File: src/rtl/txcx_pkg.sv
package txcx_pkg;
  localparam int WORD_W = 32;
  localparam int LANES  = WORD_W / 8;

  // header bit positions that the decoder relies on
  localparam int HB_DATA  = 31;
  localparam int HB_SEQ   = 30;
  localparam int HB_NORX  = 29;
  localparam int HB_VALID = 21;
  localparam int HB_START = 20;
  localparam int HB_SWO   = 16;  // 4-bit word offset
  localparam int HB_END   = 14;
  localparam int HB_EBO   = 8;   // 6-bit byte offset
  localparam int HB_TS    = 6;   // 2-bit capture selector

  typedef struct packed {
    logic             load;
    logic [LANES-1:0] emit;
    logic [LANES-1:0] sof;
    logic [LANES-1:0] eof;
    logic [LANES-1:0] abort;
  } laneCtl_t;
endpackage

File: src/rtl/txcx_ctrl.sv
module txcx_ctrl
  import txcx_pkg::*;
#(
  parameter int PAYLOAD_WORDS = 16
) (
  input  logic              clk,
  input  logic              rstN,
  input  logic              xferActive,
  input  logic              wordValid,
  input  logic [WORD_W-1:0] wordData,
  output laneCtl_t          ctl,
  output logic              hdrOk,
  output logic              hdrBad,
  output logic              seqBit,
  output logic              noRxReq,
  output logic [1:0]        tsSel
);
  localparam int CW = $clog2(PAYLOAD_WORDS + 1);
  localparam int IW = $clog2(PAYLOAD_WORDS * LANES) + 1;

  logic [CW-1:0] wordCnt;
  logic          halted;
  logic          chunkUse;
  logic          svR, evR;
  logic [3:0]    swoR;
  logic [5:0]    eboR;
  logic          inFrame;
  logic          openNext;
  logic          accept;
  logic          parOk;

  assign accept = xferActive && wordValid && !halted;
  assign parOk  = ^wordData;

  always_ff @(posedge clk) begin
    if (!rstN) begin
      wordCnt  <= '0;
      halted   <= 1'b0;
      chunkUse <= 1'b0;
      svR      <= 1'b0;
      evR      <= 1'b0;
      swoR     <= '0;
      eboR     <= '0;
      inFrame  <= 1'b0;
      hdrOk    <= 1'b0;
      hdrBad   <= 1'b0;
      seqBit   <= 1'b0;
      noRxReq  <= 1'b0;
      tsSel    <= '0;
    end else begin
      hdrOk  <= 1'b0;
      hdrBad <= 1'b0;
      if (!xferActive) begin
        wordCnt <= '0;
        halted  <= 1'b0;
      end else if (accept) begin
        if (wordCnt == '0) begin
          if (!parOk) begin
            wordCnt  <= CW'(1);
            chunkUse <= 1'b0;
            hdrBad   <= 1'b1;
          end else if (wordData[HB_DATA]) begin
            wordCnt  <= CW'(1);
            chunkUse <= wordData[HB_VALID];
            svR      <= wordData[HB_START];
            swoR     <= wordData[HB_SWO +: 4];
            evR      <= wordData[HB_END];
            eboR     <= wordData[HB_EBO +: 6];
            hdrOk    <= 1'b1;
            seqBit   <= wordData[HB_SEQ];
            noRxReq  <= wordData[HB_NORX];
            tsSel    <= wordData[HB_TS +: 2];
          end else begin
            halted <= 1'b1;
          end
        end else begin
          wordCnt <= (wordCnt == CW'(PAYLOAD_WORDS)) ? '0 : wordCnt + 1'b1;
          inFrame <= openNext;
        end
      end
    end
  end

  // per-lane frame walk for the payload word being accepted
  always_comb begin
    logic          open;
    logic          st, en, act;
    logic [IW-1:0] wIdx, bIdx, startIdx, endIdx;
    ctl      = '0;
    ctl.load = accept && (wordCnt != '0);
    open     = inFrame;
    wIdx     = IW'(wordCnt - 1'b1);
    startIdx = IW'({swoR, 2'b00});
    endIdx   = IW'(eboR);
    for (int l = 0; l < LANES; l++) begin
      bIdx = wIdx * IW'(LANES) + IW'(l);
      st   = chunkUse && svR && (bIdx == startIdx);
      en   = chunkUse && evR && (bIdx == endIdx);
      act  = open || st;
      if (chunkUse) begin
        ctl.emit[l]  = act;
        ctl.sof[l]   = st;
        ctl.eof[l]   = en && act;
        ctl.abort[l] = st && open;
        open         = act && !en;
      end
    end
    openNext = open;
  end


  word_count_range_chk: assert property (@(posedge clk) disable iff (!rstN)
    wordCnt <= CW'(PAYLOAD_WORDS));

  bad_hdr_drops_chunk_chk: assert property (@(posedge clk) disable iff (!rstN)
    hdrBad |-> (!chunkUse && !hdrOk));

  invalid_chunk_silent_chk: assert property (@(posedge clk) disable iff (!rstN)
    (ctl.load && !chunkUse) |-> (ctl.emit == '0));

  abort_with_start_chk: assert property (@(posedge clk) disable iff (!rstN)
    ctl.load |-> ((ctl.abort & ~ctl.sof) == '0));

  halted_no_load_chk: assert property (@(posedge clk) disable iff (!rstN)
    halted |-> !ctl.load);
endmodule

File: src/rtl/txcx_dpath.sv
module txcx_dpath
  import txcx_pkg::*;
(
  input  logic              clk,
  input  logic              rstN,
  input  laneCtl_t          ctl,
  input  logic [WORD_W-1:0] wordData,
  output logic              byteValid,
  output logic [7:0]        byteData,
  output logic              byteSof,
  output logic              byteEof,
  output logic              frameAbort
);
  localparam int LW = $clog2(LANES);

  logic [WORD_W-1:0] wordR;
  logic [LANES-1:0]  emitR, sofR, eofR, abortR;
  logic              busy;
  logic [LW-1:0]     lane;

  always_ff @(posedge clk) begin
    if (!rstN) begin
      wordR  <= '0;
      emitR  <= '0;
      sofR   <= '0;
      eofR   <= '0;
      abortR <= '0;
      busy   <= 1'b0;
      lane   <= '0;
    end else if (ctl.load) begin
      wordR  <= wordData;
      emitR  <= ctl.emit;
      sofR   <= ctl.sof;
      eofR   <= ctl.eof;
      abortR <= ctl.abort;
      busy   <= 1'b1;
      lane   <= '0;
    end else if (busy) begin
      if (lane == LW'(LANES - 1)) busy <= 1'b0;
      else                        lane <= lane + 1'b1;
    end
  end

  always_comb begin
    byteValid  = busy && emitR[lane];
    byteSof    = byteValid && sofR[lane];
    byteEof    = byteValid && eofR[lane];
    frameAbort = byteValid && abortR[lane];
    byteData   = wordR[8 * (LANES - 1 - int'(lane)) +: 8];
  end


  word_spacing_chk: assert property (@(posedge clk) disable iff (!rstN)
    ctl.load |-> (!busy || lane == LW'(LANES - 1)));

  eof_closes_frame_chk: assert property (@(posedge clk) disable iff (!rstN)
    (byteValid && byteEof) |=> (!byteValid || byteSof));
endmodule

File: src/rtl/txChunkExtract.sv
module txChunkExtract
  import txcx_pkg::*;
#(
  parameter int PAYLOAD_WORDS = 16
) (
  input  logic        clk,
  input  logic        rstN,
  input  logic        xferActive,
  input  logic        wordValid,
  input  logic [31:0] wordData,
  output logic        byteValid,
  output logic [7:0]  byteData,
  output logic        byteSof,
  output logic        byteEof,
  output logic        frameAbort,
  output logic        hdrOk,
  output logic        hdrBad,
  output logic        seqBit,
  output logic        noRxReq,
  output logic [1:0]  tsSel
);
  laneCtl_t ctl;

  txcx_ctrl #(.PAYLOAD_WORDS(PAYLOAD_WORDS)) uCtrl (
    .clk(clk), .rstN(rstN), .xferActive(xferActive), .wordValid(wordValid),
    .wordData(wordData), .ctl(ctl), .hdrOk(hdrOk), .hdrBad(hdrBad),
    .seqBit(seqBit), .noRxReq(noRxReq), .tsSel(tsSel)
  );

  txcx_dpath uDpath (
    .clk(clk), .rstN(rstN), .ctl(ctl), .wordData(wordData),
    .byteValid(byteValid), .byteData(byteData), .byteSof(byteSof),
    .byteEof(byteEof), .frameAbort(frameAbort)
  );
endmodule

File: config.mk
export PLATFORM = sky130hd
export DESIGN_NAME = txChunkExtract
export DESIGN_NICKNAME = d
export VERILOG_FILES = /design/src/rtl/txcx_pkg.sv /design/src/rtl/txcx_ctrl.sv /design/src/rtl/txcx_dpath.sv /design/src/rtl/txChunkExtract.sv
export SDC_FILE = /design/constraint.sdc
export NUM_CORES = 1
export LEC_CHECK = 0
export BUFFER_PORTS_ARGS = -buffer_cell sky130_fd_sc_hd__buf_2
export CAP_MARGIN = 20
export CORE_MARGIN = 4
export CORE_UTILIZATION = 52
export CTS_CLUSTER_DIAMETER = 120
export CTS_CLUSTER_SIZE = 8
export DETAILED_ROUTE_END_ITERATION = 10
export HOLD_SLACK_MARGIN = 0.06
export PLACE_DENSITY = 0.8
export SYNTH_ARGS = -nofsm -noshare
export SYNTH_HDL_FRONTEND = slang
export SYNTH_HIERARCHICAL = 1
export SYNTH_SLANG_ARGS = --single-unit
File: constraint.sdc
create_clock -name clk -period 2.2 [get_ports clk]
set_input_delay 0.44 -clock clk [delete_from_list [all_inputs] [get_ports clk]]
set_output_delay 0.44 -clock clk [all_outputs]
set_load 0.02 [all_outputs]
# Word level (Yosys, flattened, before mapping)

Cells that the tools add are included.

Register bits after elaboration: 77
Bits of input ports: 36
Logic and storage cells: 135

Add/subtract/negate cells: 7
Order comparisons: 1
Equality and inequality tests: 12
Shift-type cells: 1
Mux-type cells: 39
Bitwise gates (word level): 4
Reduce and logical (&&, ||, !) cells: 51

Operators by type and width:

| kind                  | count |
|---|---|
| $eq A7 B6 Y1          | 7 |
| $reduce_xor A32 Y1    | 1 |
| $shiftx A32 B32 Y8    | 1 |
| $mux W1               | 31 |
| $logic_and A1 B1 Y1   | 29 |
| $mux W5               | 4 |
| $add A7 B2 Y7 const B | 2 |
| $reduce_and A4 Y1     | 3 |
| $reduce_and A5 Y1     | 2 |
| $bmux W1 S2           | 4 |
| $add A7 B1 Y7 const B | 1 |
| $reduce_and A2 Y1     | 3 |
| $add A5 B1 Y5 const B | 1 |
| $eq A5 B4 Y1          | 1 |
| $eq A5 B5 Y1 const B  | 1 |
| $logic_not A1 Y1      | 5 |
| $logic_not A5 Y1      | 1 |
| $reduce_bool A5 Y1    | 1 |
| $sub A5 B1 Y5 const B | 1 |
| $logic_or A1 B1 Y1    | 4 |
| $not A1 Y1            | 4 |
| $lt A2 B3 Y1 const B  | 1 |
| $ne A3 B3 Y1 const B  | 1 |
| $reduce_and A3 Y1     | 1 |
| 5 further kinds       | 5 |

# Longest topological paths before layout

Gate-level depths: netlist (run 1).

Word-level depth: 15
Gate-level depth with buffers: 13
Depth with buffers taken out: 11

# Hierarchy

The synthesis (run 1) kept the hierarchy.

Modules (own cells, without submodules):

| module     | times used | cells an instance | area each (sq um) | seq. area each (sq um) |
|---|---|---|---|---|
| txcx_dpath | 1          | 189               | 2264.7            | 1021.0 |
| txcx_ctrl  | 1          | 206               | 1701.6            | 520.5 |

# Least setup slack after synthesis (run 1)

OpenSTA, ideal clock, no wires.

Kind: register to register
Start point: register uCtrl.wordCnt[0]
End point: register uDpath.emitR[1]
Setup time: 0.116 ns
Arrival time: 2.149 ns
Setup slack: -0.065 ns
Stages on the path, launching flop included: 14
Path buffers: 2
Period minus slack after synthesis: 2.265 ns
Path through: dfxtp_1 -> buf_2 -> inv_1 -> ha_1 -> or3b_1 -> buf_2 -> nor2_1 -> nor3_1 -> nand4_1 -> nor3_2 -> o21ai_0 -> a21oi_1 -> mux2i_1 -> nor2b_1

RTL lines:

| what                   | RTL line         | text |
|---|---|---|
| start, declared        | txcx_ctrl.sv:21  | `logic [CW-1:0] wordCnt;` |
| start signal, assigned | txcx_ctrl.sv:77  | `wordCnt <= (wordCnt == CW'(PAYLOAD_WORDS)) ? '0 : wordCnt + 1'b1;` |
| end signal, assigned   | txcx_dpath.sv:32 | `emitR <= ctl.emit;` |
| end, declared          | txcx_dpath.sv:17 | `logic [LANES-1:0] emitR, sofR, eofR, abortR;` |

# Worst setup path after layout (run 1)

Start point: register uDpath.lane[1]
End point: output byteData[7]

Cells in the longest elaborated chain, start to end: 2

Ends and longest elaborated chain:

| what                   | RTL line             | text |
|---|---|---|
| start, declared        | txcx_dpath.sv:19     | `logic [LW-1:0] lane;` |
| start signal, assigned | txcx_dpath.sv:40     | `else lane <= lane + 1'b1;` |
| $sub A2 B2 Y3          | txcx_dpath.sv:49     | `byteData = wordR[8 * (LANES - 1 - int'(lane)) +: 8];` |
| $shiftx A32 B32 Y8     | txcx_dpath.sv:49     |  |
| end, declared          | txChunkExtract.sv:12 | `output logic [7:0] byteData,` |

Every way passes these cells.

==> qor.yml, run 1 <==
status: "complete, no violations"
power_frac_clock: 0.371
grt_overflow_total: 0
power.internal_mw: 2.517
yosysTopAreaCell: "dfxtp_1"
finalClockSkew_ns: 0.007323
num_io_pins: 54
diodes: 0
clkTransAtPathRegs_ns: 0.08
async_flop_share: 0
antenna_found_initial: 0
synth_area_leaders: "dfxtp_1 (39%), mux2i_1 (17%), nor2b_1 (8.4%)"
viasPerCell: 5.183
drt_drc_violations_left: 0
p_per_area_nw_per_um2: 742.4
crit_required_ns: 1.76
drtAntennaViolNets: 0
place.gp.congestion: 0.8874
dpl_cell_area_sq_um: 4344
syn_to_final_growth_pct: 17.03
setup_viol: 0
clock_sinks: 77
synth-seq-cells: 77
power.leakage_nw: 1.633
drive_above_1_share: 0.2533
drt-total-wl_um: 8774
hold_path_startpoint: "wordData[6]"
num_rows: 31
synth_cell_types: 41
clockRootBuffer: "clkbuf_8"
netlist_area_sq_um: 3966
p_switching_mw: 0.9291
initial_core_util: 0.5410
postSynthCellCount: 395
peakVddDrop_mv: 0.4899
netlist.area_leader.share: 0.3886
critPathMaxFanout: 7
cts_buffers: 9
grt_first_pass_wirelength_um: 13910
fin_hold_ws_ns: 0.3720
regToRegSetupSlack_ns: 0.16
final_nets: 492
first_pass_iters: 4
hold_path_end: "uCtrl/tsSel[0]"
post-dp-hpwl_um: 6294
cp-start-kind: "register"
finalCriticalPeriod_ns: 2.077
ys.flop_type: "dfxtp_1"
seqPwrFrac: 0.432
cts_buffer_depth: 2
final_core_util: 0.6332
synth_edf_count: 0
drt_iter0_drc: 107
grt_pass1_vias: 2882
synth_most_common_cell: "dfxtp_1"
max_freq_mhz: 481.4
timing.final.crit_share: 0.9443
core_area_sq_um: 7331
timing.rr.end: "uDpath/emitR[3]"
worstSetupPathType: "register to output port"
io_buffers: 53
die_y_um: 95.34
yosysSeqAreaShare: 0.3886
grtUsageTotal: 0.2014
hold_path_depth: 3
wl_per_cell_um: 15.75
pre_cts_slack_ns: 0.03938
setup_ws_ns: 0.1225
avgSynthCellArea_sq_um: 10.04
swShare: 0.2696
die_w_um: 95.34
ys_top_cells_by_count: "dfxtp_1 (77), mux2i_1 (67), nor2b_1 (53), nand2_1 (43), xnor2_1 (32)"
reg2reg_depth: 11
worstSetupEndpointType: "output port"
worstHoldPathType: "primary input to register"
grt_max_degree: 37
cts_tree: "built"
h-tree-depth: 3
arrival_ns: 1.64
power.total_mw: 3.446
clock_latency_ns: 0.35
hold_viol_final: 0
dieArea_sq_um: 9089
ys_warn_count: 6
slew_violations: 0
cap_violations: 0
stdcell_area_sq_um: 4642
comb_power_share: 0.196
num_vias: 2887
r2r_start: "uCtrl/wordCnt[1]"
[logic make-up (layout without fill, tap and decap cells)]
logic type | after synthesis | count (layout) | share of synthesized area
flip-flops | 77 | 77 | 0.3886
XOR/XNOR | 42 | 42 | 0.09464
multiplexers | 78 | 78 | 0.2315
AO/OA/AOI/OAI | 22 | 22 | 0.03628
other | 1 | 6 | 0.0009455
adder cells (fa/ha/maj) | 3 | 3 | 0.009465
buffers and inverters | 37 | 95 | 0.05678
AND/OR/NAND/NOR | 135 | 135 | 0.1817
[routing by layer]
metal,wire [um],up-vias,share of wire,GRT usage
li1,-,1435,-,-
met5,0,-,0,0
met2,4317,67,0.49,0.3172
met4,118,0,0.013,0.08894
met3,444,11,0.051,0.04972
met1,3893,1374,0.44,0.2617
[power by group through the flow]
stage                     registers [mW]  clock network [mW]  logic [mW]
after floorplan                     1.52                   0       0.496
after global placement              1.52                   0       0.647
after detailed placement            1.52                   0       0.661
after CTS                           1.49                1.30       0.663
after global routing                1.50                1.36       0.725
final                               1.49                1.28       0.676
[worst max path at each step]
stage / start / to
finish: uDpath/lane[1] / byteData[7]
global route: uCtrl/wordCnt[0] / uDpath/emitR[1]
CTS: uCtrl/wordCnt[0] / uDpath/emitR[3]
detailed placement: wordData[10] / uCtrl/wordCnt[0]
global placement: wordData[1] / uCtrl/wordCnt[0]
floorplan: uCtrl/wordCnt[0] / uDpath/eofR[1]
[placed cells by master, fill, tap and decap left out, drive strengths merged]
| cell type | count |
|---|---|
| nand3 | 5 |
| nand4 | 4 |
| a31o | 1 |
| o31a | 1 |
| inv | 8 |
| a31oi | 1 |
| nor2 | 12 |
| ha | 3 |
| nor3 | 7 |
| o21ai | 4 |
| a32oi | 1 |
| or3b | 1 |
| nand2b | 2 |
| buf | 71 |
| nand2 | 43 |
| nor3b | 2 |
| clkbuf | 10 |
| dfxtp | 77 |
| xnor2 | 33 |
| mux4 | 11 |
| or2 | 2 |
| conb | 6 |
| o22ai | 1 |
| a221oi | 1 |
| clkinvlp | 1 |
| bufinv | 3 |
| mux2i | 67 |
| o21a | 2 |
| and2 | 2 |
| clkinv | 2 |
| and3 | 2 |
| xor2 | 9 |
| a21oi | 7 |
| nor2b | 53 |
| a311oi | 2 |
| o22a | 1 |
[cell type report]
type | instances | area, sq um
clock buffers | 10 | 127.6
clock inverters | 6 | 111.4
fillers | 582 | 2689
inverters | 8 | 30.03
multi-input cells | 286 | 2282
flip-flops and latches | 77 | 1541
well taps | 99 | 123.9
repair buffers | 71 | 425.4
[registers in the layout, indices dropped and copies added (netlist names), 2 cells and up]
signal         flops
uCtrl/eboR         6
uCtrl/swoR         4
uCtrl/tsSel        2
uCtrl/wordCnt      5
uDpath/abortR      4
uDpath/emitR       4
uDpath/eofR        4
uDpath/lane        2
uDpath/sofR        4
uDpath/wordR      32
[metrics by stage]
stage | std cells | setup TNS (ns)
final | 557 | 0
after global routing | 557 | -0.01198
after CTS | 556 | 0
after detailed placement | 540 | 0
after global placement | 540 | 0
after floorplan | 400 | 0
[worst max-delay path, stage by stage, from the launching register on]
cell and delay, ns:
dfxtp_1 0.53, mux4_2 0.58, buf_2 0.18
[repair_timing]
item	in CTS	in global routing
gates resized for setup	0	12
setup buffers	0	1
setup endpoints to repair	0	9
hold buffers	0	0
(Power assumes the default switching activity.)
==> run 2: changes to the inputs <==
CELL_PAD_IN_SITES_DETAIL_PLACEMENT = 1   (was default)
CELL_PAD_IN_SITES_GLOBAL_PLACEMENT = 1   (was default)
CORE_UTILIZATION = 41   (was 52)
PLACE_DENSITY = 0.81   (was 0.8)
==> run 2 against run 1 <==
Against the previous run: clock power decreased by 7%; clock skew is 0.0019 ns higher; critical path type unchanged; largest power group unchanged; critical path depth up 1.
==> qor.yml, run 2 (synthesis results as in run 1) <==
setup_tns_ns: 0
num_io_pins: 54
clockRootBuffer: "clkbuf_8"
stdcell_count: 596
worstHoldPathType: "primary input to register"
power.leakage_nw: 1.680
finalCriticalPeriod_ns: 2.114
pre_cts_slack_ns: -0.03015
first_pass_iters: 4
drt_drc_violations_left: 0
cts_buffers: 9
crit_required_ns: 1.76
final_nets: 501
worstSetupPathType: "register to output port"
critPathMaxFanout: 10
die_y_um: 106.4
h-tree-depth: 3
arrival_ns: 1.67
dieArea_sq_um: 11310
grt_pass1_vias: 3274
setup_viol: 0
cap_violations: 0
clock_latency_ns: 0.36
dpl_cell_area_sq_um: 4442
clock_sinks: 77
cp-start-kind: "register"
p_switching_mw: 0.9782
p_per_area_nw_per_um2: 714.8
max_freq_mhz: 473.0
wl_per_cell_um: 17.45
largest_reg_flops: 32
post-dp-hpwl_um: 7557
timing.final.crit_share: 0.9611
reg.largest.list: "uDpath/wordR: 32 flops, uCtrl/eboR: 6 flops, uCtrl/wordCnt: 5 flops"
finalClockSkew_ns: 0.009186
syn_to_final_growth_pct: 19.59
grt_first_pass_wirelength_um: 16850
comb_power_share: 0.210
grtUsageTotal: 0.1880
diodes: 0
core_area_sq_um: 9328
drt_iter0_drc: 122
die_w_um: 106.4
setup_ws_ns: 0.08562
viasPerCell: 5.045
regMostFlops: "uDpath/wordR"
seqPwrFrac: 0.440
io_buffers: 53
status: "complete, no violations"
clkTransAtPathRegs_ns: 0.08
final_common_cell: "dfxtp_1"
slew_violations: 0
grt_max_degree: 37
antenna_found_initial: 0
layout_common_cells: "dfxtp_1 (75), mux2i_1 (67), buf_2 (53), nor2b_1 (53), nand2_1 (42)"
place.gp.congestion: 0.7852
num_vias: 3007
regToRegSetupSlack_ns: 0.10
grt_overflow_total: 0
dp_cells: 578
drtAntennaViolNets: 0
swShare: 0.2885
cts_buffer_depth: 2
drive_above_1_share: 0.2719
power_frac_clock: 0.350
hold_viol_final: 0
worstSetupEndpointType: "output port"
cts_tree: "built"
peakVddDrop_mv: 0.4069
num_rows: 35
stdcell_area_sq_um: 4743
drt-total-wl_um: 10400
initial_core_util: 0.4252
power.internal_mw: 2.412
[run 2: power by group through the flow]
stage	Clock [mW]	Combinational [mW]	Sequential [mW]
finish	1.19	0.712	1.49
global placement	0	0.664	1.52
floorplan	0	0.496	1.52
global route	1.27	0.773	1.50
detailed placement	0	0.688	1.52
CTS	1.21	0.696	1.49
[run 2: area by class of cell]
class / instances / area (sq um)
Clock buffer: 11 / 131.4
Clock inverter: 5 / 83.83
Fill cell: 1069 / 4584
Inverter: 8 / 30.03
Multi-Input combinational cell: 286 / 2296
Sequential cell: 77 / 1544
Tap cell: 129 / 161.4
Timing Repair Buffer: 80 / 496.7
[run 2: worst max-delay path, cell delays in order (launching register included)]
cell and delay, ns:
dfxtp_1 0.34, buf_4 0.23, mux4_2 0.55, buf_2 0.18
[run 2: stage by stage]
stage | hold slack (ns) | util | total power, mW
final | 0.3620 | 0.5085 | 3.390
after global routing | 0.3500 | 0.5085 | 3.545
after CTS | 0.3542 | 0.4997 | 3.395
after detailed placement | 0.4513 | 0.4762 | 2.208
after global placement | 0.4398 | 0.4762 | 2.182
after floorplan | 0.4351 | - | 2.021
[run 2: layer usage]
layer | global-route usage | vias up | wire [um]
met4 | 0.04163 | 0 | 132
li1 | - | 1449 | -
met3 | 0.04311 | 13 | 326
met1 | 0.2303 | 1495 | 4500
met2 | 0.3348 | 50 | 5442
met5 | 0 | - | 0
[run 2: final timing paths]
| check | start | to | cells after the start |
|---|---|---|---|
| setup / recovery | uDpath/lane[0] | byteData[6] | 3 |
| setup reg to reg | uCtrl/wordCnt[1] | uDpath/emitR[2] | 11 |
| hold reg to reg | uCtrl/seqBit | uCtrl/seqBit | 2 |
| hold / removal | wordData[6] | uCtrl/tsSel[0] | 3 |
[run 2: timing repair]
item / CTS / global route
buffers inserted: 0 / 2
setup endpoints to repair: 2 / 14
pin swaps: 0 / 6
gates resized for setup: 1 / 17
hold buffers: 0 / 0
==> run 3: changes to the inputs <==
CORE_UTILIZATION = 38   (was 41)
PLACE_DENSITY = 0.79   (was 0.81)
SYNTH_HIERARCHICAL = default   (was 1)
==> run 3 against run 2 <==
Against the previous run: the run now ends with setup timing left; cell area shrank 9.7%; first-iteration DRC count increased by 27%; core utilization down 2.2 points; largest power group unchanged.
==> qor.yml, run 3 <==
synth_most_common_cell: "nand2_1"
drt-total-wl_um: 10200
clock_latency_ns: 0.35
regToRegSetupSlack_ns: -0.05
grt_overflow_total: 0
power.internal_mw: 2.205
synth-seq-cells: 71
viasPerCell: 5.348
netlist_area_sq_um: 3461
dpl_cell_area_sq_um: 3941
drtAntennaViolNets: 0
synthMuxAreaShare: 0.1142
synthAdderAreaFrac: 0.01085
synth_top_family_by_area: "simple AND/OR/NAND/NOR gates"
finalCriticalPeriod_ns: 2.252
die_w_um: 103.4
hold_path_depth: 3
diodes: 0
regMostFlops: "uDpath.wordR"
seq_area_sq_um: 1428
peakVddDrop_mv: 0.3474
multi_input_area_sq_um: 1961
worstSetupEndpointType: "register"
grtUsageTotal: 0.1969
syn_nets: 438
cts_tree: "built"
clockRootBuffer: "clkbuf_8"
synth_area_leaders: "dfxtp_1 (41%), nand2_1 (12%), xnor2_1 (8.9%)"
drt_drc_violations_left: 0
antenna_found_initial: 0
slew_headroom: 0.6920
ys_warn_count: 0
yosysTopAreaCell: "dfxtp_1"
grt_pass1_vias: 3142
tightest_slew_ns: 0.4619
violations: "setup timing"
h-tree-depth: 3
power.total_mw: 3.193
top_layer: "met4"
synth_compound_area_frac: 0.1081
grt_first_pass_wirelength_um: 16130
drt_iter0_drc: 155
arrival_ns: 2.47
status: "finished with violations"
final_nets: 504
p_per_area_nw_per_um2: 745.0
avgSynthCellArea_sq_um: 8.674
initial_core_util: 0.3930
nFillCells: 1051
largest_reg_flops: 32
num_rows: 34
first_pass_iters: 4
yosys.area_share.xor_xnor: 0.1088
swShare: 0.3092
r2r_start: "uCtrl.wordCnt[1]"
cap_violations: 0
layout_common_cells: "nand2_1 (113), dfxtp_1 (68), buf_2 (50), a21oi_1 (42), xnor2_1 (35)"
cp-start-kind: "register"
crit_required_ns: 2.42
rsz0062_at_grt: "yes"
postSynthCellCount: 399
drt-met1-wl_um: 4461
synth-simple-area-share: 0.1999
timing.rr.end: "uDpath.emitR[3]"
netlist.area_leader.share: 0.4107
seqPwrFrac: 0.434
fin_hold_ws_ns: 0.3354
synth_edf_count: 0
max_freq_mhz: 444.0
finalClockSkew_ns: 0.01113
hold_path_startpoint: "wordData[2]"
hold_viol_final: 0
clock_sinks: 71
drive_above_1_share: 0.2872
met3_length_um: 274
final_common_cell: "nand2_1"
core_area_sq_um: 8806
clkTransAtPathRegs_ns: 0.08
wl_per_cell_um: 17.65
hold_path_end: "uDpath.wordR[2]"
io_buffers: 53
power_frac_clock: 0.346
reg2reg_depth: 10
num_io_pins: 54
cts_hold_buf: 0
p_switching_mw: 0.9872
slew_violations: 0
setup_viol: 5
power.leakage_nw: 1.596
cts_buffer_depth: 2
yosysSeqAreaShare: 0.4107
setup_ws_ns: -0.05201
stdcell_count: 578
die_y_um: 103.4
comb_power_share: 0.220
pre_cts_slack_ns: -0.1078
ys.flop_type: "dfxtp_1"
post-dp-hpwl_um: 7112
synth_cell_types: 43
async_flop_share: 0
num_vias: 3091
worstHoldPathType: "primary input to register"
dr_wl_met2_um: 5261
ys_top_cells_by_count: "nand2_1 (113), dfxtp_1 (71), a21oi_1 (44), xnor2_1 (35), mux2i_1 (17)"
place.gp.congestion: 0.8081
syn_to_final_growth_pct: 23.83
critPathMaxFanout: 5
stdcell_area_sq_um: 4285
grt_max_degree: 45
reg.largest.list: "uDpath.wordR: 32 flops, uCtrl.eboR: 6 flops, uCtrl.wordCnt: 5 flops"
dp_cells: 556
cts_buffers: 9
timing.final.crit_share: 1.024
worstSetupPathType: "register to register"
dieArea_sq_um: 10700
[run 3: worst max-delay path: stages (launching register included)]
cell and delay [ns]:
dfxtp_2 0.33, inv_2 0.06, ha_4 0.13, or3b_4 0.41, or2_2 0.36, nand4_2 0.14, nor3_4 0.06, buf_4 0.16
o21ba_2 0.23, a22oi_1 0.18, nor2_1 0.07
[run 3: what timing repair did]
| item | 4_1_cts | 5_1_grt |
|---|---|---|
| endpoints found under the setup margin | 23 | 30 |
| gates cloned | 0 | 1 |
| resized for setup | 17 | 11 |
| hold endpoints to repair | 0 | 0 |
| buffers inserted | 2 | 3 |
| pin swaps | 8 | 5 |
[run 3: stage by stage]
step | setup TNS [ns] | util
global route | -0.9267 | 0.4866
detailed placement | -1.472 | 0.4476
global placement | -0.3341 | 0.4476
CTS | -0.1326 | 0.4787
finish | -0.1555 | 0.4866
floorplan | -1.485 | -
[run 3: layer usage]
metal / global-route usage / up-vias
met5: 0 / -
met4: 0.07769 / 0
met3: 0.02884 / 19
met2: 0.3348 / 65
met1: 0.2508 / 1536
li1: - / 1471
[run 3: cells by family (layout without fill, tap and decap cells)]
group           Yosys count  after routing
buf+inv                  31            101
flops                    71             71
mux                      27             27
fa+ha+maj                 3              3
simple gates            160            161
compound gates           64             64
xor+xnor                 43             43
[run 3: worst max path at each step]
stage | start | to | slack (ns) | cells past startpoint
floorplan | uCtrl.wordCnt[0] | uDpath.eofR[0] | -0.13 | 11
global placement | wordData[15] | uCtrl.seqBit | -0.04 | 8
detailed placement | wordData[0] | uCtrl.eboR[4] | -0.11 | 8
CTS | uCtrl.wordCnt[1] | uDpath.eofR[0] | -0.05 | 9
global route | uCtrl.wordCnt[1] | uDpath.emitR[3] | -0.15 | 10
finish | uCtrl.wordCnt[1] | uDpath.emitR[3] | -0.05 | 10
[run 3: cell type report]
type                       count  share of cell area
clock buffer                  10             0.03212
multi-input combinational    298              0.4575
timing repair buffer          79              0.1232
inverter                       6            0.006423
clock inverter                 6             0.01606
tap                          108             0.03153
sequential                    71              0.3331
[run 3: power by group through the flow]
stage / Clock (mW) / Sequential [mW] / Combinational, mW
detailed placement: 0 / 1.41 / 0.666
global route: 1.17 / 1.39 / 0.758
finish: 1.10 / 1.39 / 0.703
floorplan: 0 / 1.41 / 0.448
global placement: 0 / 1.41 / 0.643
CTS: 1.11 / 1.39 / 0.677
